--- src/rtl/pwm_clkgen_pkg.sv ---
// Package: shared constants for the PWM clock-enable generator.
// Holds the default geometry and the write-port address map.
package pwm_clkgen_pkg;
    localparam int DEF_TAPS    = 11;   // prescaler rates: /1 .. /1024
    localparam int DEF_DIV_W   = 8;    // linear divide value width
    localparam int DEF_SEL_W   = 4;    // source-select code width
    localparam int DEF_NUM_CH  = 4;    // PWM channels served
    localparam int DEF_ADDR_W  = 4;    // write address width

    localparam int ADDR_DIV_A  = 0;    // divider A configuration
    localparam int ADDR_DIV_B  = 1;    // divider B configuration
    localparam int ADDR_CH_0   = 2;    // first channel code register
    localparam int NUM_DIV     = 2;    // linear dividers A and B
endpackage

--- src/rtl/pwm_prescaler.sv ---
// Module: pwm_prescaler
// Free-running binary prescaler. Output k pulses for one cycle every 2^k
// cycles; output 0 is always high. Assumes TAPS >= 2. While reset is held,
// only output 0 is active. The counter starts one edge after release, so
// all taps pulse together in the first cycle after that edge.
module pwm_prescaler #(
    parameter int TAPS = 11
) (
    input  logic            clk,
    input  logic            rst_n,
    output logic [TAPS-1:0] tap_en
);
    localparam int CW = TAPS - 1;

    logic [CW-1:0] cnt_q;
    logic          run_q;

    // Count base cycles once the prescaler is running.
    always_ff @(posedge clk) begin
        if (!rst_n) begin
            cnt_q <= '0;
            run_q <= 1'b0;
        end else begin
            run_q <= 1'b1;
            if (run_q) cnt_q <= cnt_q + 1'b1;
        end
    end

    // Decode each tap from the low bits of the counter wrapping to zero.
    for (genvar k = 0; k < TAPS; k++) begin : g_tap
        if (k == 0) begin : g_base
            assign tap_en[0] = 1'b1;
        end else begin : g_div
            assign tap_en[k] = run_q && (cnt_q[k-1:0] == '0);
            // taps nest, each pulse of tap k lies on a pulse of tap k-1
            a_r2_taps_nest: assert property (@(posedge clk) disable iff (!rst_n)
                tap_en[k] |-> tap_en[k-1]);
        end
    end

    // the divide-by-2 tap never stays high two cycles in a row
    a_r2_half_rate: assert property (@(posedge clk) disable iff (!rst_n)
        tap_en[1] |=> !tap_en[1]);
endmodule

--- src/rtl/pwm_lindiv.sv ---
// Module: pwm_lindiv
// Linear divider. It counts pulses of one selected prescaler tap and
// emits a pulse on every DIV-th one. A divide value of zero disables the
// output. A select code at or above TAPS selects no input. The restart
// input must be raised in the cycle that the divide or select value is
// rewritten, so the count starts again from zero.
module pwm_lindiv #(
    parameter int TAPS  = 11,
    parameter int DIV_W = 8,
    parameter int SEL_W = 4
) (
    input  logic             clk,
    input  logic             rst_n,
    input  logic [TAPS-1:0]  tap_en,
    input  logic [SEL_W-1:0] sel,
    input  logic [DIV_W-1:0] div,
    input  logic             restart,
    output logic             pulse
);
    logic [DIV_W-1:0] cnt_q;
    logic             in_pulse;
    logic             at_last;
    logic             active;

    // Pick the selected tap; out-of-range codes give no input.
    always_comb begin
        in_pulse = 1'b0;
        for (int i = 0; i < TAPS; i++) begin
            if (sel == SEL_W'(i)) in_pulse = tap_en[i];
        end
    end

    // Decode the terminal count and the enabled state.
    always_comb begin
        active = (div != '0);
        at_last = (cnt_q == div - DIV_W'(1));
        pulse = active && in_pulse && at_last;
    end

    // Advance the count on each selected input pulse, wrapping at DIV.
    always_ff @(posedge clk) begin
        if (!rst_n || restart) begin
            cnt_q <= '0;
        end else if (active && in_pulse) begin
            cnt_q <= at_last ? '0 : cnt_q + 1'b1;
        end
    end

    // a configuration write leaves the count at zero
    a_r6_restart_zero: assert property (@(posedge clk) disable iff (!rst_n)
        restart |=> (cnt_q == '0));
    // with a ratio of two or more, output pulses are never adjacent
    a_r4_no_back_to_back: assert property (@(posedge clk) disable iff (!rst_n)
        (pulse && (div > DIV_W'(1)) && !restart) |=> !pulse);
    // the count stays below the divide value while enabled
    a_r4_count_bound: assert property (@(posedge clk) disable iff (!rst_n)
        active |-> (cnt_q < div));
endmodule

--- src/rtl/pwm_src_mux.sv ---
// Module: pwm_src_mux
// Per-channel source selector. The code picks one of NSRC enables;
// codes at or above NSRC yield a constantly low enable. Purely
// combinational, so it assumes a registered code.
module pwm_src_mux #(
    parameter int NSRC  = 13,
    parameter int SEL_W = 4
) (
    input  logic [NSRC-1:0]  src_en,
    input  logic [SEL_W-1:0] code,
    output logic             en
);
    // Compare the code against every source index.
    always_comb begin
        en = 1'b0;
        for (int i = 0; i < NSRC; i++) begin
            if (code == SEL_W'(i)) en = src_en[i];
        end
    end
endmodule

--- src/rtl/pwm_clkgen.sv ---
// Module: pwm_clkgen (top)
// PWM clock-enable generator. It combines a binary prescaler, two linear
// dividers (A and B), per-channel source selectors and the configuration
// registers behind a single-cycle write port. All outputs are one-cycle
// enables in the clk domain. Assumes NUM_CH + ADDR_CH_0 fits in ADDR_W.
module pwm_clkgen
    import pwm_clkgen_pkg::*;
#(
    parameter int TAPS   = DEF_TAPS,
    parameter int DIV_W  = DEF_DIV_W,
    parameter int SEL_W  = DEF_SEL_W,
    parameter int NUM_CH = DEF_NUM_CH,
    parameter int ADDR_W = DEF_ADDR_W
) (
    input  logic                     clk,
    input  logic                     rst_n,
    input  logic                     wr_en,
    input  logic [ADDR_W-1:0]        wr_addr,
    input  logic [DIV_W+SEL_W-1:0]   wr_data,
    output logic [TAPS-1:0]          tap_en,
    output logic                     clk_a_en,
    output logic                     clk_b_en,
    output logic [NUM_CH-1:0]        ch_en
);
    localparam int NSRC  = TAPS + NUM_DIV;
    localparam int CODE_A = TAPS;
    localparam int CODE_B = TAPS + 1;

    logic [DIV_W-1:0] div_q  [NUM_DIV];
    logic [SEL_W-1:0] dsel_q [NUM_DIV];
    logic [NUM_DIV-1:0] div_wr;
    logic [NUM_DIV-1:0] lin_pulse;
    logic [SEL_W-1:0] code_q [NUM_CH];
    logic [NSRC-1:0]  src_en;

    pwm_prescaler #(.TAPS(TAPS)) u_presc (
        .clk    (clk),
        .rst_n  (rst_n),
        .tap_en (tap_en)
    );

    for (genvar d = 0; d < NUM_DIV; d++) begin : g_div
        // Strobe that rewrites this divider's configuration.
        assign div_wr[d] = wr_en && (wr_addr == ADDR_W'(ADDR_DIV_A + d));

        // Hold the divide value and input select of this divider.
        always_ff @(posedge clk) begin
            if (!rst_n) begin
                div_q[d]  <= '0;
                dsel_q[d] <= '0;
            end else if (div_wr[d]) begin
                div_q[d]  <= wr_data[DIV_W-1:0];
                dsel_q[d] <= wr_data[DIV_W +: SEL_W];
            end
        end

        pwm_lindiv #(.TAPS(TAPS), .DIV_W(DIV_W), .SEL_W(SEL_W)) u_lindiv (
            .clk     (clk),
            .rst_n   (rst_n),
            .tap_en  (tap_en),
            .sel     (dsel_q[d]),
            .div     (div_q[d]),
            .restart (div_wr[d]),
            .pulse   (lin_pulse[d])
        );

        // a divider at ratio zero stays silent
        a_r5_zero_is_off: assert property (@(posedge clk) disable iff (!rst_n)
            (div_q[d] == '0) |-> !lin_pulse[d]);
    end

    assign clk_a_en = lin_pulse[ADDR_DIV_A];
    assign clk_b_en = lin_pulse[ADDR_DIV_B];
    assign src_en   = {clk_b_en, clk_a_en, tap_en};

    for (genvar c = 0; c < NUM_CH; c++) begin : g_ch
        // Hold this channel's source code.
        always_ff @(posedge clk) begin
            if (!rst_n) begin
                code_q[c] <= '0;
            end else if (wr_en && (wr_addr == ADDR_W'(ADDR_CH_0 + c))) begin
                code_q[c] <= wr_data[SEL_W-1:0];
            end
        end

        pwm_src_mux #(.NSRC(NSRC), .SEL_W(SEL_W)) u_mux (
            .src_en (src_en),
            .code   (code_q[c]),
            .en     (ch_en[c])
        );

        // a channel write lands in the next cycle
        a_r9_code_latency: assert property (@(posedge clk) disable iff (!rst_n)
            (wr_en && (wr_addr == ADDR_W'(ADDR_CH_0 + c)))
            |=> (code_q[c] == $past(wr_data[SEL_W-1:0])));
        // unused codes give no enable
        a_r8_unused_code: assert property (@(posedge clk) disable iff (!rst_n)
            (code_q[c] > SEL_W'(CODE_B)) |-> !ch_en[c]);
        // code for clock A forwards divider A
        a_r8_follow_a: assert property (@(posedge clk) disable iff (!rst_n)
            (code_q[c] == SEL_W'(CODE_A)) |-> (ch_en[c] == clk_a_en));
        // code for clock B forwards divider B
        a_r8_follow_b: assert property (@(posedge clk) disable iff (!rst_n)
            (code_q[c] == SEL_W'(CODE_B)) |-> (ch_en[c] == clk_b_en));
    end
endmodule

--- config.mk ---
export PLATFORM = sky130hd
export DESIGN_NAME = pwm_clkgen
export DESIGN_NICKNAME = d
export VERILOG_FILES = /design/src/rtl/pwm_clkgen_pkg.sv /design/src/rtl/pwm_prescaler.sv /design/src/rtl/pwm_lindiv.sv /design/src/rtl/pwm_src_mux.sv /design/src/rtl/pwm_clkgen.sv
export SDC_FILE = /design/constraint.sdc
export NUM_CORES = 1
export LEC_CHECK = 0
export ABC_CLOCK_PERIOD_IN_PS = 3800
export BUFFER_PORTS_ARGS = -buffer_cell sky130_fd_sc_hd__buf_2
export CORE_MARGIN = 4
export CORE_UTILIZATION = 55
export CTS_CLUSTER_DIAMETER = 200
export CTS_CLUSTER_SIZE = 24
export DETAILED_ROUTE_END_ITERATION = 16
export GPL_ROUTABILITY_DRIVEN = 0
export PLACE_DENSITY_LB_ADDON = 0.1
export REMOVE_ABC_BUFFERS = 1
export SLEW_MARGIN = 40
export SYNTH_ARGS = -nofsm -noshare
export SYNTH_HDL_FRONTEND = slang
export SYNTH_SLANG_ARGS = --single-unit
--- constraint.sdc ---
create_clock -name clk -period 3.8 [get_ports clk]
set_input_delay 0.76 -clock clk [delete_from_list [all_inputs] [get_ports clk]]
set_output_delay 0.76 -clock clk [all_outputs]
set_load 0.01 [all_outputs]
==> results by stage, run 1 <==
Synth:
- In the synthesized netlist the async set-or-reset flop fraction comes to 0.
- The post-synthesis average cell area is between 9 and 10 um2.
- The share of the synthesized area in compound gates (AO/OA/AOI/OAI) is 0.143.
- After synthesis the cells add up to 0.00437 mm2.
- The commonest cells after synthesis are and2_1, edfxtp_1, nor2_1.
- The primary flip-flop cell chosen by synthesis mapping is edfxtp_1.
- After synthesis, the share of cell area in mux cells is 0.0114.
- The area share of xor/xnor cells in the synthesized design is 0.0721.
- The fraction of the mapped netlist area in adder cells is 0.0229.
- The synthesized design contains 40 enable-type register cells.
- The simple-gate share of the synthesized area is 0.301.
- The post-synthesis sequential element count is 67.
- The most frequent cell after synthesis is and2_1.
- The number of library cell types mapped by synthesis is 76.
- By area the synthesized netlist is led by edfxtp_1, dfxtp_1, and2_1, xnor2_1, o21ai_0.
- The gate count of the mapped netlist is around 470.
- The count of yosys warnings during synthesis is 0.
- Of the synthesized area, sequential elements account for 0.398.
- By area, the combinational part of the netlist is dominated by simple AND/OR/NAND/NOR gates.
- Summed over all instances, the cell type with the most area after synthesis is edfxtp_1.
- The share of synthesized area in the top cell type comes to 0.275.

Timing:
- Setup violations remaining at the end of the flow were counted as 0.
- The clock arrives with approximately 0.015 ns of skew.
- The count of endpoints failing hold in the final timing report is 0.
- Counting I/O delays and the setup requirement, the final critical path takes around 3.7 ns.
- The post-layout worst setup margin is 0.125 ns.
- The ratio of final minimum period to clock period is 0.967.
- In this run the tightest slew margin relative to its limit is 0.471.
- Setup repair after global routing left no endpoint under its margin.
- The count of pins over their slew limit came to 0.
- The achievable frequency is 0.272 GHz.
- The worst hold slack across all endpoints is a little over 0.5 ns.
- The actual slew at the worst max-slew pin is 0.790 ns.
- Adding up every negative setup slack in the final design gives 0 ns.

Detailed routing:
- The number of DRC violations after detailed routing is 0.
- After detailed routing, the total wire length is 10.1 mm.
- The post-detailed-route via-to-cell ratio is roughly 5.8.
- The post-detailed-route wirelength per cell is 16.7 um.
- The first routing iteration left between 200 and 300 violations.
- Once detail routing completed, the nets flagged for antenna violations numbered 0.
- Before antenna repair, the detailed router went through 4 iterations.
- For this block, the via count after detailed routing is 3504.

Power:
- The sequential share of power is 0.495.
- The maximum resistive drop on vdd is about 170 uV.
- The total power is ~1.7 mW.
- The leakage power of the design is 1.86 nW.
- The power dissipated by switching net loads is 502 uW.
- In this run the power density over the cells is 358 mW/mm2.
- The share of total power dissipated in combinational logic is 0.157.
- Of the total power, the share spent switching nets is 0.290.
- Of the total power, the clock network draws 0.348.
- The internal power of the cells totals 1.23 mW.

Worst setup path:
- Data on the critical path arrives at its endpoint at 2.91 ns.
- The worst setup path is launched from a register.
- In this run the worst setup path begins at u_presc.cnt_q[1].
- The worst reg2reg path endpoint is g_div[1].u_lindiv.cnt_q[1].
- The number of cells on the worst reg-to-reg path is 10.
- At the worst endpoint, the required time is about 3 ns.
- Setup slack on the worst reg-to-reg path comes out at 1.08 ns.
- The cell with the largest stage delay on the worst path is or4_1.
- The type of element capturing the critical path is an output pin.
- The setup path with the least slack is of type reg -> out.
- On the worst path, the slowest cell contributes a delay of 0.42 ns.
- The biggest fanout along the worst timing path is 8.
- The startpoint identified for the worst register-to-register timing path is u_presc.cnt_q[1].
- Walking the worst path, the cells encountered are inv_1, ha_1, and4bb_4, or4_1, a32oi_2, o31ai_4, and4_1, a2111oi_2, o21ai_1, buf_2.

Layout:
- The area of the multi-input gates is 0.00245 mm2.
- After filler insertion, the fill cell instance count of the layout stands at 638.
- After routing the design area is 0.00483 mm2.
- After the last flow step, the layout net total stands at approximately 520.
- The count of antenna diodes in the layout is 0.
- The sequential cells in the finished layout cover a total of 0.00174 mm2.
- The layout overhead on the synthesized area is 10.5%.
- In the final layout, the share of cells above drive strength 1 is 0.185.

Place:
- The instance area at placement is 0.00459 mm2.
- The worst slack at placement is 0.398 ns.
- The count of port buffers added during placement is 34.
- After legalization and detailed placement, the total HPWL measured 7.40 mm.

Clock tree:
- Clock tree synthesis inserted a total of 9 buffers.
- The number of buffers on the longest clock path is 2.
- Counting every sink on the clock net gives 67.
- The master cell of the clock root buffer is clkbuf_8.
- The maximum level of the CTS H-tree is 3.
- The later pin in the worst-skew pair is clocked with a latency of 0.36 ns.
- TritonCTS built the clock tree.
- The number of hold buffers added after cts is 0.
- Clock-pin slew was measured on the worst setup and hold paths at 0.07 ns.

Global routing:
- The number of antenna violations at the first check in global routing is 0.
- The largest net degree at the start of global routing is 20.
- The first global-routing pass estimated about 17 mm of wire.
- The overall routing resource usage is 0.220.
- For this run the aggregate overflow at the end of global routing stands at 0.
- The number of global-route vias before repair is between 3000 and 4000.

Floorplan:
- In this run the horizontal extent of the chip is 97.2 um.
- For this configuration, the core starts out at a cell density of 0.566.
- The die covers 0.00944 mm2.
- From bottom edge to top edge, the die measures 97.2 um.
- The I/O pin count is 36.
- The area of the core is 0.00773 mm2.
- The initialized floorplan defines 32 standard-cell rows.

Worst hold path:
- The worst hold path terminates at u_presc.cnt_q[0].
- In this run the worst hold path is classified as reg -> reg.
- The worst hold path cell count is 2.
- The startpoint identified for the worst hold timing path is u_presc.cnt_q[0].

Flow run:
- The max-capacitance violation count is 0.

Outcome:
- The run finished with clean final reports.
[layer usage]
layer,vias to the layer above,routed length [um],share of wire,global-route usage
met5,-,0,0,0
met4,0,156,0.015,0.0734
met3,14,419,0.042,0.0287
met2,78,4940,0.49,0.372
met1,1673,4560,0.45,0.291
li1,1739,-,-,-
[state kept, by name, summed over array words and instances, names as in the netlist]
name	cells
u_presc.run_q	1
u_presc.cnt_q	10
g_div.u_lindiv.cnt_q	16
code_q	16
dsel_q	8
div_q	16
[worst max-delay path by stage]
stage               endpoint  slack, ns
floorplan           ch_en[0]       0.67
finish              ch_en[0]       0.13
global placement    ch_en[0]       0.46
CTS                 ch_en[0]      0.004
detailed placement  ch_en[0]       0.40
global route        ch_en[0]      0.009
[logic make-up (layout without fill, tap and decap cells)]
logic type      Yosys count  count (layout)
xor+xnor                 36              36
buf+inv                  43              80
compound gates           89              89
fa+ha+maj                 8               8
simple gates            216             216
flops                    67              67
mux                       5               5
other cells               1               1
[critical path: cells and delay by family (launching register included)]
family | cells | cell delay, ns
flops | 1 | 0.39
compound gates | 4 | 0.82
buf+inv | 2 | 0.22
fa+ha+maj | 1 | 0.24
simple gates | 3 | 0.90
[cells in the final DEF, fill, tap and decap left out, types with 6 or more instances in the layout]
cell type  netlist  routed
a21oi_1         15      15
a31oi_1          8       8
and2_1          48      48
and3_1           7       7
buf_2            3      34
buf_4            5       7
clkbuf_8         2       9
dfxtp_1         27      26
edfxtp_1        40      40
ha_1             8       8
inv_1           22      22
nand2_1         26      26
nand2b_1         7       7
nand3_1         19      17
nand4_1          9       9
nor2_1          33      33
nor2b_1         10      10
nor3_1           7       7
o21ai_0         27      24
o31ai_1          6       6
or3_1            8       8
xnor2_1         21      21
xor2_1          15      15
[timing repair]
item                                    CTS  global route
gates resized for setup                   0            11
endpoints found under the setup margin    0             4
setup buffers                             0             0
endpoints found under the hold margin     0             0
[power groups by stage]
stage / combinational (mW) / clock (mW) / sequential [mW]
2_1_floorplan: 0.183 / 0 / 0.857
3_3_place_gp: 0.259 / 0 / 0.870
3_5_place_dp: 0.263 / 0 / 0.871
4_1_cts: 0.265 / 0.616 / 0.855
5_1_grt: 0.300 / 0.647 / 0.863
6_report: 0.271 / 0.603 / 0.857
[layout make-up]
type                            instances  area share
Sequential cell                        67       0.361
Inverter                               23      0.0179
Clock buffer                            9      0.0256
Clock inverter                          7      0.0158
Timing Repair Buffer                   41      0.0461
Tap cell                              102      0.0264
Multi-Input combinational cell        355       0.508
[through the flow]
stage,instances,util
6_report,604,0.626
5_1_grt,604,0.626
4_1_cts,604,0.620
3_5_place_dp,588,0.594
3_3_place_gp,588,0.594
2_1_floorplan,445,-
(Power assumes the default switching activity.)
==> run 2, diff against run 1 <==
==> constraint.sdc (replaced) <==
create_clock -name clk -period 3.8 [get_ports clk]
set_input_delay 0.38 -clock clk [delete_from_list [all_inputs] [get_ports clk]]
set_output_delay 0.38 -clock clk [all_outputs]
set_load 0.01 [all_outputs]
==> run 2 against run 1 <==
  * Sequential cell count unchanged
  * Critical path depth is the same
  * Clock skew decreased by 0.0068 ns
==> results by stage, run 2 (synthesis gave the netlist of run 1 again) <==
Outcome:
- The run finished with clean final reports.

Worst setup path:
- Walking the worst path, the cells encountered are inv_1, ha_1, and4bb_4, or4_1, a32oi_1, o31ai_4, and4_1, a2111oi_0, o21ai_0, buf_2.
- The class of the most critical setup path is reg -> out.
- The worst setup path is captured at an output pin.
- The critical path launch point type is a register.
- The biggest fanout along the worst timing path is 8 (unchanged).
- The cell with the largest stage delay on the worst path is dfxtp_1.
- The data arrival time of the critical path is 3.06 ns (+0.15 ns).
- The required arrival time at the worst endpoint is 3.42 ns (+0.38 ns).
- In this run the critical register-to-register path is launched from u_presc.cnt_q[0].
- The critical path startpoint is u_presc.cnt_q[0].
- The maximum single-stage delay on the critical path was 0.41 ns (about the same).

Global routing:
- The largest net degree at the start of global routing came to 20 (unchanged).
- The number of antenna violations at the first check in global routing was 0 (unchanged).
- The wire length of the first global-routing pass is 16.0 mm (-3.7%).
- The number of global-route vias before repair is 3309 (+0.42%).
- The leftover overflow at the end of global routing is 0 (unchanged).
- The overall routing resource usage is 0.210 (-0.00945).

Floorplan:
- The number of rows in the core area came to 32 (unchanged).
- The vertical die dimension came to 97.2 um (unchanged).
- The initial core utilization is 0.566 (unchanged).
- The area of the core came to 0.00773 mm2 (unchanged).
- The I/O pin count is 36 (unchanged).
- The overall die width is 97.2 um (unchanged).
- The overall die area was 0.00944 mm2 (unchanged).

Timing:
- The achievable frequency is 0.290 GHz (+6.7%).
- The aggregate negative setup slack was 0 ns (unchanged).
- Setup repair after global routing left no endpoint under its margin.
- The ratio of final minimum period to clock period was 0.906 (-0.0608).
- The remaining max-slew budget at the tightest pin is 0.504 (+0.0328).
- The count of pins over their slew limit came to 0 (unchanged).
- The count of endpoints failing hold in the final timing report came to 0 (unchanged).
- The post-route minimum period is 3.44 ns (-0.231 ns).
- The actual slew at the worst max-slew pin is 0.741 ns (-0.0490 ns).
- The number of setup violations in the final report is 0 (unchanged).
- The clock skew was 0.00795 ns (-0.00675 ns).

Clock tree:
- The number of CTS-inserted buffers is 9 (unchanged).
- CTS placed an instance of clkbuf_8 at the clock tree root.
- TritonCTS built the clock tree.
- The number of buffers inserted to repair setup after CTS is 0 (unchanged).
- The maximum level of the CTS H-tree is 3 (unchanged).
- The number of sinks driven by the clock tree is 67 (unchanged).
- The clock-pin slew on the worst setup and hold paths is 0.07 ns (about the same).
- The number of gates resized after CTS came to 0 (unchanged).
- The worst-skew pair later-pin latency is 0.35 ns (about the same).
- The number of buffers on the longest clock path is 2 (unchanged).
- The number of hold buffers added after cts came to 0 (unchanged).

Layout:
- The final instance area was 0.00479 mm2 (-0.83%).
- The proportion of layout cells with a drive suffix above 1 is 0.162 (-0.0233).
- The largest registers in the layout are code_q x16, div_q x16, g_div.u_lindiv.cnt_q x16.
- From synthesis to final layout, the design area changed by 9.61%.
- The net count reported at finish is 522 (-0.38%).
- The most common cell after layout, fill and taps aside is and2_1.
- In the layout the commonest cells are and2_1, edfxtp_1, buf_2, nor2_1, dfxtp_1.
- The count of antenna diodes in the layout is 0 (unchanged).

Power:
- The maximum resistive drop on vdd is 210 uV (+20%).
- The portion of total power attributed to combinational logic came to 0.148 (-0.009).
- The fraction of power spent switching nets is 0.272 (-0.0183).
- The power dissipated by switching net loads was 480 uW (-4.3%).
- The leakage power of the design is 1.85 nW (-0.39%).
- The cell-internal power is 1.29 mW (+4.8%).
- The total power per unit cell area is 369 mW/mm2 (+3.0%).
- The portion of total power attributed to the clock network is 0.369 (+0.021).
- The sequential share of power is 0.484 (-0.011).

Place:
- The count of port buffers added during placement is 34 (unchanged).
- The instance area at placement is 0.00458 mm2 (-0.33%).
- The placed wire-length estimate after detailed placement came to 7.28 mm (-1.7%).

Detailed routing:
- The count of nets left with antenna violations after detail routing was 0 (unchanged).
- The DRC marker count from the first detailed-route iteration is 207 (-19%).
- The post-detailed-route via-to-cell ratio is 5.78 (-0.38%).
- The post-detailed-route wirelength per cell is 16.2 um (-3.0%).
- The routed wire length was 9.73 mm (-3.4%).
- The via count is 3479 (-0.71%).
- The first-pass detailed-route iteration total is 5 (+1).
- The number of DRC violations after detailed routing is 0 (unchanged).

Worst hold path:
- The type of the most critical hold path is in -> reg.
- The worst hold path startpoint is wr_data[7].

Flow run:
- The max-capacitance violation count was 0 (unchanged).
-- run 2: per-stage QoR --
| step | setup slack [ns] | util | power [mW] | hold WS [ns] | std cells |
|---|---|---|---|---|---|
| 6_report | 0.356 | 0.620 | 1.77 | 0.322 | 602 |
| 5_1_grt | 0.0638 | 0.620 | 1.85 | 0.318 | 602 |
| 4_1_cts | 0.332 | 0.620 | 1.78 | 0.312 | 602 |
| 3_5_place_dp | 0.742 | 0.592 | 1.13 | 0.530 | 586 |
| 3_3_place_gp | 0.832 | 0.592 | 1.13 | 0.504 | 586 |
| 2_1_floorplan | 1.05 | - | 1.04 | 0.408 | 445 |
-- run 2: power by group through the flow --
stage	Clock (mW)	Combinational, mW	Sequential (mW)
2_1_floorplan	0	0.183	0.857
3_3_place_gp	0	0.257	0.869
3_5_place_dp	0	0.260	0.870
4_1_cts	0.662	0.262	0.854
5_1_grt	0.697	0.290	0.862
6_report	0.652	0.261	0.855
-- run 2: worst paths after layout --
check	endpoint	slack (ns)	cells past startpoint
setup / recovery	ch_en[0]	0.36	10
hold / removal	div_q[0][7]	0.32	2
setup reg to reg	g_div[1].u_lindiv.cnt_q[3]	0.99	9
hold reg to reg	u_presc.cnt_q[7]	0.55	2
-- run 2: metal layers --
metal | part of all wire | GRT usage | wire, um
met1 | 0.47 | 0.277 | 4560
met2 | 0.47 | 0.354 | 4610
met3 | 0.044 | 0.0395 | 433
met4 | 0.013 | 0.0583 | 125
met5 | 0 | 0 | 0
-- run 2: area by class of cell --
type / instances / area, um2
clock inverters: 6 / 90.1
fillers: 690 / 2930
clock buffers: 10 / 128
well taps: 102 / 128
flip-flops and latches: 67 / 1740
inverters: 23 / 86.3
repair buffers: 39 / 208
multi-input cells: 355 / 2410
-- run 2: critical path, delay by kind of cell (launching register included) --
family | cells | cell delay, ns
flip-flops | 1 | 0.41
adder cells (fa/ha/maj) | 1 | 0.26
AND/OR/NAND/NOR | 3 | 0.87
AO/OA/AOI/OAI | 4 | 0.96
buffers and inverters | 2 | 0.22
